<file path="src/rtl/chan_ctrl_pkg.sv">
package chan_ctrl_pkg;
    localparam int CTL_W     = 8;
    localparam int SW_BIT    = 0;
    localparam int IIR_BIT   = 1;
    localparam int PT_BIT    = 2;
    localparam int PROF_LSB  = 3;
    localparam int PROF_W    = CTL_W - PROF_LSB;
    localparam int HOLD_W    = 8;
endpackage

</file>
<file path="src/rtl/chan_ctl_reg.sv">
module chan_ctl_reg
    import chan_ctrl_pkg::*;
#(
    parameter int W  = CTL_W,
    parameter int PW = PROF_W
) (
    input  logic          clk,
    input  logic          rst_n,
    input  logic          we,
    input  logic [W-1:0]  wdata,
    output logic          sw,
    output logic          iir_en,
    output logic          pt,
    output logic [PW-1:0] prof,
    output logic          prof_chg_wr
);
    localparam int LSB = W - PW;

    typedef struct packed {
        logic [W-1:0] word;
    } st_t;

    st_t st_d, st_q;

    always_comb begin
        st_d = st_q;
        if (we) begin
            st_d.word = wdata;
        end
    end

    always_ff @(posedge clk or negedge rst_n) begin
        if (!rst_n) begin
            st_q <= '0;
        end else begin
            st_q <= st_d;
        end
    end

    assign sw          = st_q.word[SW_BIT];
    assign iir_en      = st_q.word[IIR_BIT];
    assign pt          = st_q.word[PT_BIT];
    assign prof        = st_q.word[W-1:LSB];
    assign prof_chg_wr = we && (wdata[W-1:LSB] != st_q.word[W-1:LSB]);

    // switch level follows the written bit one cycle later
    p_sw_follows_r2: assert property (@(posedge clk) disable iff (!rst_n)
        we |=> (sw == $past(wdata[SW_BIT])));
    p_sw_hold_r2: assert property (@(posedge clk) disable iff (!rst_n)
        !we |=> $stable(sw));
endmodule

</file>
<file path="src/rtl/chan_prof_pipe.sv">
module chan_prof_pipe
    import chan_ctrl_pkg::*;
#(
    parameter int PW = PROF_W
) (
    input  logic          clk,
    input  logic          rst_n,
    input  logic          iter_stb,
    input  logic [PW-1:0] prof_in,
    output logic [PW-1:0] prof_out,
    output logic          act_chg
);
    typedef struct packed {
        logic [PW-1:0] stage;
        logic [PW-1:0] active;
    } st_t;

    st_t st_d, st_q;

    always_comb begin
        st_d = st_q;
        if (iter_stb) begin
            st_d.stage  = prof_in;
            st_d.active = st_q.stage;
        end
    end

    always_ff @(posedge clk or negedge rst_n) begin
        if (!rst_n) begin
            st_q <= '0;
        end else begin
            st_q <= st_d;
        end
    end

    assign prof_out = st_q.active;
    assign act_chg  = iter_stb && (st_q.stage != st_q.active);

    // datapath profile moves only on an iteration boundary
    p_prof_hold_r4: assert property (@(posedge clk) disable iff (!rst_n)
        !iter_stb |=> $stable(prof_out));
endmodule

</file>
<file path="src/rtl/chan_holdoff.sv">
module chan_holdoff
    import chan_ctrl_pkg::*;
#(
    parameter int HW = HOLD_W
) (
    input  logic          clk,
    input  logic          rst_n,
    input  logic          sw,
    input  logic          reload,
    input  logic          iter_stb,
    input  logic [HW-1:0] dly,
    output logic          expired
);
    typedef struct packed {
        logic          loaded;
        logic [HW-1:0] cnt;
    } st_t;

    st_t st_d, st_q;

    always_comb begin
        st_d = st_q;
        if (!sw || reload) begin
            st_d.loaded = 1'b0;
            st_d.cnt    = '0;
        end else if (iter_stb) begin
            if (!st_q.loaded) begin
                st_d.loaded = 1'b1;
                st_d.cnt    = dly;
            end else if (st_q.cnt != '0) begin
                st_d.cnt = st_q.cnt - 1'b1;
            end
        end
    end

    always_ff @(posedge clk or negedge rst_n) begin
        if (!rst_n) begin
            st_q <= '0;
        end else begin
            st_q <= st_d;
        end
    end

    assign expired = st_q.loaded && (st_q.cnt == '0);

    // counter state only moves on a strobe while nothing reloads it
    p_cnt_stable_r5: assert property (@(posedge clk) disable iff (!rst_n)
        (!iter_stb && sw && !reload) |=> ($stable(st_q.cnt) && $stable(st_q.loaded)));
    // expiry is only ever reached on a strobe
    p_expire_on_stb_r5: assert property (@(posedge clk) disable iff (!rst_n)
        $rose(expired) |-> $past(iter_stb));
    // switch off clears the hold-off
    p_off_clears_r7: assert property (@(posedge clk) disable iff (!rst_n)
        !sw |=> !expired);
    // a reload request clears the hold-off
    p_reload_clears_r8: assert property (@(posedge clk) disable iff (!rst_n)
        reload |=> !expired);
endmodule

</file>
<file path="src/rtl/chan_profile_ctrl.sv">
module chan_profile_ctrl
    import chan_ctrl_pkg::*;
#(
    parameter int W  = CTL_W,
    parameter int PW = PROF_W,
    parameter int HW = HOLD_W
) (
    input  logic          clk,
    input  logic          rst_n,
    input  logic          ctl_we,
    input  logic [W-1:0]  ctl_wdata,
    input  logic          iter_stb,
    input  logic [HW-1:0] hold_dly,
    output logic          rf_sw,
    output logic          pt_en,
    output logic [PW-1:0] prof_active,
    output logic          upd_permit
);
    logic          sw_q, iir_q, pt_q, prof_chg_wr, act_chg, expired;
    logic [PW-1:0] prof_q;

    chan_ctl_reg #(.W(W), .PW(PW)) ctl_i (
        .clk         (clk),
        .rst_n       (rst_n),
        .we          (ctl_we),
        .wdata       (ctl_wdata),
        .sw          (sw_q),
        .iir_en      (iir_q),
        .pt          (pt_q),
        .prof        (prof_q),
        .prof_chg_wr (prof_chg_wr)
    );

    chan_prof_pipe #(.PW(PW)) pipe_i (
        .clk      (clk),
        .rst_n    (rst_n),
        .iter_stb (iter_stb),
        .prof_in  (prof_q),
        .prof_out (prof_active),
        .act_chg  (act_chg)
    );

    chan_holdoff #(.HW(HW)) hold_i (
        .clk      (clk),
        .rst_n    (rst_n),
        .sw       (sw_q),
        .reload   (prof_chg_wr || act_chg),
        .iter_stb (iter_stb),
        .dly      (hold_dly),
        .expired  (expired)
    );

    assign rf_sw      = sw_q;
    assign pt_en      = pt_q;
    assign upd_permit = iir_q && sw_q && expired;

    // a write that clears the update enable removes the permit next cycle
    p_iir_clear_r9: assert property (@(posedge clk) disable iff (!rst_n)
        (ctl_we && !ctl_wdata[IIR_BIT]) |=> !upd_permit);
endmodule

</file>
<file path="config.mk">
export PLATFORM = sky130hd
export DESIGN_NAME = chan_profile_ctrl
export DESIGN_NICKNAME = d
export VERILOG_FILES = /design/src/rtl/chan_ctrl_pkg.sv /design/src/rtl/chan_ctl_reg.sv /design/src/rtl/chan_prof_pipe.sv /design/src/rtl/chan_holdoff.sv /design/src/rtl/chan_profile_ctrl.sv
export SDC_FILE = /design/constraint.sdc
export NUM_CORES = 1
export LEC_CHECK = 0
export BUFFER_PORTS_ARGS = -buffer_cell sky130_fd_sc_hd__buf_2
export CORE_ASPECT_RATIO = 0.5
export CORE_UTILIZATION = 48
export CTS_CLUSTER_DIAMETER = 100
export DETAILED_ROUTE_END_ITERATION = 10
export PLACE_DENSITY_LB_ADDON = 0.1
export SYNTH_ARGS = -nofsm -noshare
export SYNTH_HDL_FRONTEND = slang
export SYNTH_HIERARCHICAL = 1
export SYNTH_SLANG_ARGS = --single-unit
export TNS_END_PERCENT = 20
</file>
<file path="constraint.sdc">
create_clock -name clk -period 1.6 [get_ports clk]
set_input_delay 0.24 -clock clk [delete_from_list [all_inputs] [get_ports clk]]
set_output_delay 0.24 -clock clk [all_outputs]
set_load 0.01 [all_outputs]
</file>
Word-level counts from Yosys, hierarchy flattened
Index checks and enable logic that the tools add are counted.
- register bits after elaboration: 27
- latch bits: 0
- memory bits (writable): 0
- ROM bits: 0
- bits of input ports: 20
- output and inout bits: 8
- memories: 0
- $add $sub $neg: 1
- multipliers: 0
- divide/modulo/power cells: 0
- order comparisons: 0
- equality and inequality tests: 3
- shifts and indexed selects: 0
- mux-type cells: 4
- bitwise operators: 0
- reduce and logical (&&, ||, !) cells: 12
- operators by type and width (cell ; number):
    $mux 9 ; 2
    $mux 8 ; 2
    $ne 5x5->1 ; 2
    $logic_not 8->1 ; 1
    $reduce_bool 8->1 ; 1
    $sub 8x1->8 const B ; 1
    $logic_and 1x1->1 ; 5
    $ne 3x3->1 const B ; 1
    $logic_or 1x1->1 ; 2
    $reduce_and 2->1 ; 1
    $reduce_bool 2->1 ; 1
    $logic_not 1->1 ; 1

Logic depth before layout (Yosys ltp)
Gate-level depths: netlist of the first run.
- depth after elaboration: 6
- gate-level depth with buffers: 8
- mapped depth without buffers: 8

By module
Netlist of the first run, hierarchy kept.
- by module, submodules not included (module ; instances ; cells each ; area each (um^2) ; sequential area each (um^2)):
    chan_holdoff ; 1 ; 68 ; 590.6 ; 225.2
    chan_prof_pipe ; 1 ; 33 ; 465.4 ; 250.2
    chan_ctl_reg ; 1 ; 24 ; 352.8 ; 200.2
    chan_profile_ctrl ; 1 ; 2 ; 12.5 ; 0.0

Least setup slack after synthesis of the first run
Ideal clock, no wire load.
- path type: reg-to-reg
- start point: register hold_i/st_q[3] (netlist name)
- end point: register hold_i/st_q[4] (netlist name)
- arrival: 1694 ps
- data required time: 1525 ps
- setup slack: -169 ps
- cell stages (with the launch flop): 6
- path buffers: 1
- clock period less this slack: 1769 ps
- cell sequence: dfrtp_1 -> or4_4 -> o41a_1 -> buf_6 -> a21bo_1 -> a21oi_2
- cells in the longest elaborated chain, start to end: 5
- RTL lines (what ; line ; text):
    start, declared ; chan_holdoff.sv:19 ; st_t st_d, st_q;
    start signal, assigned ; chan_holdoff.sv:40 ; st_q <= st_d;
    $sub 8x1->8 ; chan_holdoff.sv:31 ; st_d.cnt = st_q.cnt - 1'b1;
    $mux 8 ; chan_holdoff.sv:30 ; end else if (st_q.cnt != '0) begin
    $mux 8 ; chan_holdoff.sv:27 ; if (!st_q.loaded) begin
    $mux 9 ; chan_holdoff.sv:26 ; end else if (iter_stb) begin
    $mux 9 ; chan_holdoff.sv:23 ; if (!sw || reload) begin
Several ways; a longest one is shown, not always the timed one. The select of a mux whose other input is x is not followed.
A chain may end at the register's enable or synchronous reset.

Worst setup path in the final report of the first run
- start point: register hold_i/st_q[6] (netlist name)
- end point: output upd_permit
- cells in the longest elaborated chain, start to end: 3
- RTL lines (what ; line ; text):
    $logic_not 8->1 ; chan_holdoff.sv:44 ; assign expired = st_q.loaded && (st_q.cnt == '0);
    $logic_and 1x1->1 ; chan_holdoff.sv:44 ;
    net expired ; chan_profile_ctrl.sv:19 ; logic sw_q, iir_q, pt_q, prof_chg_wr, act_chg, expired;
    $logic_and 1x1->1 ; chan_profile_ctrl.sv:55 ; assign upd_permit = iir_q && sw_q && expired;
    end, declared ; chan_profile_ctrl.sv:17 ; output logic upd_permit
The timed path passes the listed nets, and every way through them passes these cells.

==> metrics.log, run 1 <==
INFO  metric clk_transition_reported_paths = 0.10 ns
INFO  metric globalplace.congestion = 0.764
INFO  metric cp_data_arrival_time = 1.74 ns
INFO  metric combinationalPowerShare = 25.9%
INFO  metric final-setup-viol-count = 8
INFO  metric timing_worst_slew_pin_value = 0.615 ns
INFO  metric synth_area_leaders = dfrtp_1 48%, mux2_2 14%, xnor2_1 3.7%
INFO  metric n_antenna_cell = 0
INFO  metric finalCritPeriodShare = 124%
INFO  metric placeableCoreArea = 0.00270 mm^2
INFO  metric cts_tree = yes
INFO  metric cts.sinks = 27
INFO  metric cts-htree-levels = 1
INFO  metric die_width = 79.0 um
INFO  metric crit_family = simple AND/OR/NAND/NOR gates
INFO  metric max_freq = 505 MHz
INFO  metric finalCoreUtilization = 67.4%
INFO  metric net_switching_power = 0.460 mW
INFO  metric internal_power = 1.17 mW
INFO  metric hpwlAfterDp = 2.12 mm
INFO  metric post_synth_inst_count = 127
INFO  metric met2_usage_in_global_routing = 35.0%
INFO  metric crit_required = 1.36 ns
INFO  metric grt-busiest-layer = met2
INFO  metric cpPeakStageDelay = 0.58 ns
INFO  metric num_rows = 13
INFO  metric cp-start-kind = flip-flop
INFO  metric timing.critical_path.from = hold_i/st_q[6]
INFO  metric floorplan.die_area = 0.00320 mm^2
INFO  metric yosysWarningCount = 6
INFO  metric synth_cell_type_count = 40
INFO  metric timing.hold.worst.start = ctl_wdata[2]
INFO  metric final-instance-count-excl-fill = 211
INFO  metric hold_path_class = input pin to flip-flop
INFO  metric insertion_delay = 0.28 ns
INFO  metric run_status = finished, violations left
INFO  metric design.portCount = 28
INFO  metric detail_route.first_pass.iterations = 5
INFO  metric syn_avg_cell_area = 11.2 um^2
INFO  metric worst-path-buf-inv = 1
INFO  metric drv.max_cap_violation_count = 0
INFO  metric rsz0062_at_grt = true
INFO  metric setup_ws = -0.381 ns
INFO  metric longest_clk_path_bufs = 2
INFO  metric power_switching_share = 28.2%
INFO  metric global_route_usage_over_all_layers = 21.1%
INFO  metric die_h = 40.5 um
INFO  metric grt_antenna_before_repair = 0
INFO  metric placement.io_buffers = 27
INFO  metric fin_crit = 1.98 ns
INFO  metric grt.overflow.total = 0
INFO  metric post_route_cells_drive_above_1_share = 48.3%
INFO  metric first_global_vias = 1021
INFO  metric routed_wl_per_cell = 13.9 um
INFO  metric timing.max_slew.rel_slack = 59.0%
INFO  metric syn-cell-area = 0.00142 mm^2
INFO  metric violations = setup timing
INFO  metric initial_core_util = 52.6%
INFO  metric pwr-share-clk = 24.7%
INFO  metric postSynth.topFlopCell = dfrtp_1
INFO  metric regToRegStartpoint = hold_i/st_q[6]
INFO  metric grt_first_pass_wirelength = 4.84 mm
INFO  metric grt_start_max_net_pins = 28
INFO  metric yosysTopAreaCell = dfrtp_1
INFO  metric end_kind = primary output
INFO  metric dr_total_vias = 1129
INFO  metric share_of_the_synthesized_area_in_the_top_cell_type = 47.5%
INFO  metric clockRootBuffer = clkbuf_8
INFO  metric path_max_fanout = 4
INFO  metric numPlacedInstances = 205
INFO  metric synth_enable_flop_cells = 0
INFO  metric gr-usage-met1 = 27.1%
INFO  metric proportion_of_register_bits_with_asynchronous_set_or_reset_after_synthesis = 100%
INFO  metric finish.net_count = 196
INFO  metric drt_iter0_markers = 60
INFO  metric sequentialPowerShare = 49.4%
INFO  metric route.detailed.vias_per_inst = 5.35
INFO  metric ys_ff_latch = 27
INFO  metric mappedNetlistNets = 148
INFO  metric slew_viol_final = 0
INFO  metric clock-skew-final = 0.00460 ns
INFO  metric seq_area_frac_synth = 47.5%
INFO  metric gr-usage-met3 = 6.82%
INFO  metric criticalPathCategory = flip-flop to primary output
INFO  metric slowest_cp_cell = or4_4
INFO  metric route.detailed.drc = 0
INFO  metric postRouteWirelength = 2.94 mm
INFO  metric power_density = 897 mW/mm^2
INFO  metric hold_viol = 0
INFO  metric numCtsBuffers = 3
INFO  metric drt.antenna.violating_nets = 0
INFO  metric power.ir.vdd_worst = 0.471 mV
INFO  metric most-common-layout-cells = 27 x dfrtp_1, 27 x buf_2, 25 x buf_4, 18 x mux2_2
INFO  metric pre_cts_ws = -0.247 ns
INFO  metric area.growth.synth_to_final = 28.0%
INFO  metric crit_path_cell_trace = or4_4 > nor4_4 > and3_1 > buf_2
INFO  metric power_leakage = 0.826 nW
==> through the flow <==
| step | hold WS, ns | TNS [ns] | power, mW | cell area, um^2 |
|---|---|---|---|---|
| after floorplan | -0.0556 | -0.584 | 1.07 | 1420 |
| after global placement | 0.291 | -1.35 | 1.22 | 1720 |
| after detailed placement | 0.300 | -1.64 | 1.23 | 1720 |
| after CTS | 0.182 | -1.68 | 1.64 | 1810 |
| after global routing | 0.167 | -2.50 | 1.73 | 1820 |
| final | 0.186 | -1.80 | 1.63 | 1820 |
==> metal layers <==
metal,part of all wire (%),vias to the layer above,wire [um]
li1,-,551,-
met1,48,545,1410
met2,46,27,1350
met3,4.8,6,142
met4,1.2,0,34
met5,0,-,0
==> flip-flops by register name, indices dropped and copies added, names as in the netlist <==
signal and count:
hold_i/st_q 9, ctl_i/st_q 8, pipe_i/prof_out 5, pipe_i/st_q 5
==> repair_timing <==
action                                  CTS  global route
endpoints found under the hold margin    27             0
buffers inserted                          1             0
hold buffers                              1             0
resized for setup                         6             2
pin swaps                                12             2
endpoints found under the setup margin   10            10
==> final timing paths <==
| check | endpoint | slack (ns) | depth (start not counted) |
|---|---|---|---|
| worst max-delay path | upd_permit | -0.38 | 4 |
| worst min register to register | ctl_i/st_q[2] | 0.51 | 1 |
| worst min-delay path | ctl_i/st_q[2] | 0.19 | 2 |
| worst max register to register | hold_i/st_q[3] | -0.28 | 4 |
| min in group asynchronous | hold_i/st_q[5] | 0.49 | 2 |
| max in group asynchronous | pipe_i/prof_out[3] | 0.70 | 2 |
==> cell type report <==
class	instances	area [um^2]
repair buffers	54	344
well taps	37	46.3
clock inverters	1	7.51
clock buffers	3	41.3
inverters	5	18.8
fillers	233	881
flip-flops and latches	27	676
multi-input cells	84	686
==> synthesized netlist by cell type, drive strengths merged, types with 2 or more instances <==
| master | count |
|---|---|
| a21bo | 2 |
| nand3 | 3 |
| buf | 8 |
| clkbuf | 3 |
| dfrtp | 27 |
| nand2 | 3 |
| nor2 | 5 |
| nor2b | 3 |
| o21ai | 6 |
| o31a | 2 |
| mux2 | 18 |
| nor4 | 2 |
| xnor2 | 6 |
| or3 | 3 |
| xor2 | 4 |
| inv | 5 |
| or4 | 2 |
| a21oi | 6 |
| a31oi | 3 |
==> power groups by stage <==
stage	Clock, mW	Combinational (mW)	Sequential, mW
6_report	0.403	0.423	0.806
5_1_grt	0.447	0.468	0.814
4_1_cts	0.413	0.424	0.807
3_5_place_dp	0	0.411	0.821
3_3_place_gp	0	0.404	0.816
2_1_floorplan	0	0.247	0.818
==> logic make-up (layout without fill, tap and decap cells) <==
group | after synthesis | after routing | share of synthesized area [%]
XOR/XNOR | 10 | 10 | 6.16
adder cells (fa/ha/maj) | 1 | 1 | 0.880
buffers and inverters | 16 | 63 | 6.43
AO/OA/AOI/OAI | 27 | 27 | 13.5
flip-flops | 27 | 27 | 47.5
multiplexers | 18 | 18 | 14.3
AND/OR/NAND/NOR | 28 | 28 | 11.3
Power figures use the tool's default switching activity.
==> run 2: changes to the inputs <==
--- a/config.mk
+++ b/config.mk
@@ -5,10 +5,11 @@
 export SDC_FILE = /design/constraint.sdc
 export NUM_CORES = 1
 export LEC_CHECK = 0
-export BUFFER_PORTS_ARGS = -buffer_cell sky130_fd_sc_hd__buf_2
+export BUFFER_PORTS_ARGS = -buffer_cell sky130_fd_sc_hd__buf_4
 export CORE_ASPECT_RATIO = 0.5
+export CORE_MARGIN = 3
 export CORE_UTILIZATION = 48
-export CTS_CLUSTER_DIAMETER = 100
+export CTS_CLUSTER_DIAMETER = 80
 export DETAILED_ROUTE_END_ITERATION = 10
 export PLACE_DENSITY_LB_ADDON = 0.1
 export SYNTH_ARGS = -nofsm -noshare
==> metrics.log, run 2 (synthesis results as in run 1) <==
INFO  metric filler_cell_count = 219
INFO  metric most-common-layout-cells = 57 x buf_4, 27 x dfrtp_1, 18 x mux2_2, 6 x xnor2_1
INFO  metric hold_path_class = input pin to flip-flop
INFO  metric rsz0062_at_grt = true
INFO  metric hold_viol = 0
INFO  metric largest_register = hold_i/st_q
INFO  metric numCtsBuffers = 3
INFO  metric timing.critical_path.to = upd_permit
INFO  metric clock-skew-final = 0.00391 ns
INFO  metric run_status = finished, violations left
INFO  metric met2_usage_in_global_routing = 36.0%
INFO  metric criticalPathCategory = flip-flop to primary output
INFO  metric reg.largest.list = hold_i/st_q: 9 flops, ctl_i/st_q: 8 flops
INFO  metric setup_ws = -0.379 ns
INFO  metric design.portCount = 28
INFO  metric postRouteWirelength = 3.23 mm
INFO  metric gr-usage-met1 = 22.5%
INFO  metric route.detailed.vias_per_inst = 5.27
INFO  metric routed_wl_per_cell = 14.9 um
INFO  metric floorplan.die_area = 0.00369 mm^2
INFO  metric reg2regPathDepth = 4
INFO  metric first_global_vias = 1223
INFO  metric grt_first_pass_wirelength = 5.58 mm
INFO  metric crit_required = 1.36 ns
INFO  metric finalCritPeriodShare = 124%
INFO  metric route.detailed.drc = 0
INFO  metric die_width = 83.0 um
INFO  metric timing.critical_path.from = hold_i/st_q[4]
INFO  metric cpPeakStageDelay = 0.57 ns
INFO  metric pre_cts_ws = -0.251 ns
INFO  metric totalPowerFinal = 1.72 mW
INFO  metric grt_start_max_net_pins = 28
INFO  metric path_max_fanout = 3
INFO  metric drt.antenna.violating_nets = 0
INFO  metric global_route_usage_over_all_layers = 19.2%
INFO  metric finalHoldWorstSlack = 0.190 ns
INFO  metric grt.overflow.total = 0
INFO  metric gr-usage-met3 = 5.76%
INFO  metric placeableCoreArea = 0.00270 mm^2
INFO  metric globalplace.congestion = 0.796
INFO  metric n_antenna_cell = 0
INFO  metric detail_route.first_pass.iterations = 4
INFO  metric critical_path_depth = 4
INFO  metric power_density = 879 mW/mm^2
INFO  metric drv.max_cap_violation_count = 0
INFO  metric hpwlAfterDp = 2.26 mm
INFO  metric footprint_of_the_multi_input_gates = 717 um^2
INFO  metric slew_viol_final = 0
INFO  metric dp_area = 0.00182 mm^2
INFO  metric placement.io_buffers = 27
INFO  metric rr_endpoint = hold_i/st_q[4]
INFO  metric crit_path_cell_trace = or4_4 > nor4_4 > and3_1 > buf_4
INFO  metric finish.net_count = 202
INFO  metric power_leakage = 0.881 nW
INFO  metric cts_tree = yes
INFO  metric drt_iter0_markers = 18
INFO  metric die_h = 44.5 um
INFO  metric end_kind = primary output
INFO  metric violations = setup timing
INFO  metric cp_data_arrival_time = 1.74 ns
INFO  metric max_freq = 505 MHz
INFO  metric final-setup-viol-count = 9
INFO  metric cts-htree-levels = 1
INFO  metric worst-path-buf-inv = 1
INFO  metric most_frequent_standard_cell_in_the_layout_excluding_fill_and_tap_cells = buf_4
INFO  metric crit_family = simple AND/OR/NAND/NOR gates
INFO  metric finalCoreUtilization = 72.5%
INFO  metric slowest_cp_cell = or4_4
INFO  metric fin_area = 0.00196 mm^2
INFO  metric timing.max_slew.rel_slack = 72.6%
INFO  metric timing_worst_slew_pin_value = 0.405 ns
INFO  metric flip_flop_count_of_the_largest_register_after_layout = 9
INFO  metric clk_transition_reported_paths = 0.10 ns
INFO  metric insertion_delay = 0.28 ns
INFO  metric grt-busiest-layer = met2
INFO  metric fin_crit = 1.98 ns
INFO  metric post_route_cells_drive_above_1_share = 52.2%
INFO  metric initial_core_util = 52.6%
INFO  metric regToRegStartpoint = hold_i/st_q[4]
INFO  metric cts.sinks = 27
INFO  metric r2r_setup_slack = -0.32 ns
INFO  metric ff_latch_area = 676 um^2
INFO  metric cp-start-kind = flip-flop
INFO  metric num_rows = 13
INFO  metric power.ir.vdd_worst = 0.485 mV
INFO  metric dr_total_vias = 1144
INFO  metric longest_clk_path_bufs = 2
INFO  metric grt_antenna_before_repair = 0
INFO  metric clockRootBuffer = clkbuf_8
INFO  metric area.growth.synth_to_final = 37.7%
run 2: cell count changes in the layout (fill, tap and decap cells not counted), moves of 2 or more:
cell	before	now
nor2_1	5	3
o21ai_1	0	2
nor2_2	0	2
buf_4	25	57
buf_2	27	0
o21ai_0	6	4
run 2: layout make-up:
| type | instances | share of cell area, % |
|---|---|---|
| Multi-Input combinational cell | 85 | 36.6 |
| Sequential cell | 27 | 34.5 |
| Timing Repair Buffer | 59 | 23.0 |
| Tap cell | 37 | 2.37 |
| Clock buffer | 3 | 2.11 |
| Inverter | 5 | 0.959 |
| Clock inverter | 1 | 0.448 |
run 2: how the worst min path moves through the flow:
stage	start	to	slack, ns	cells past startpoint
finish	ctl_wdata[1]	ctl_i/st_q[1]	0.19	2
global route	ctl_wdata[0]	ctl_i/st_q[0]	0.19	2
CTS	ctl_wdata[0]	ctl_i/st_q[0]	0.18	2
detailed placement	rst_n	hold_i/st_q[0]	0.18	1
global placement	rst_n	hold_i/st_q[3]	0.18	1
floorplan	rst_n	ctl_i/st_q[0]	-0.06	0
run 2: worst reg2reg max path, delay by kind of cell, from the launching register on:
kind,cells,cell delay [ns]
flops,1,0.39
compound gates,3,0.89
simple gates,1,0.57
run 2: timing repair:
item | 4_1_cts | 5_1_grt
gates resized for setup | 11 | 4
endpoints found under the setup margin | 10 | 10
gates cloned | 1 | 0
pin swaps | 11 | 7
setup buffers | 2 | 0
hold endpoints to repair | 27 | 0
hold buffers | 1 | 0
run 2: layer usage:
layer	up-vias	routed length, um
li1	565	-
met5	-	0
met3	2	141
met2	20	1580
met4	0	8
met1	557	1500
run 2: metrics by stage:
step	instances	TNS (ns)
after global routing	217	-2.66
after CTS	217	-1.99
final	217	-2.05
after detailed placement	209	-1.65
after floorplan	127	-0.584
after global placement	209	-1.25
run 2: power by group:
part | internal (mW) | total, mW | switching, mW
combinational | 0.294 | 0.495 | 0.201
clock | 0.183 | 0.419 | 0.236
sequential | 0.754 | 0.806 | 0.0521
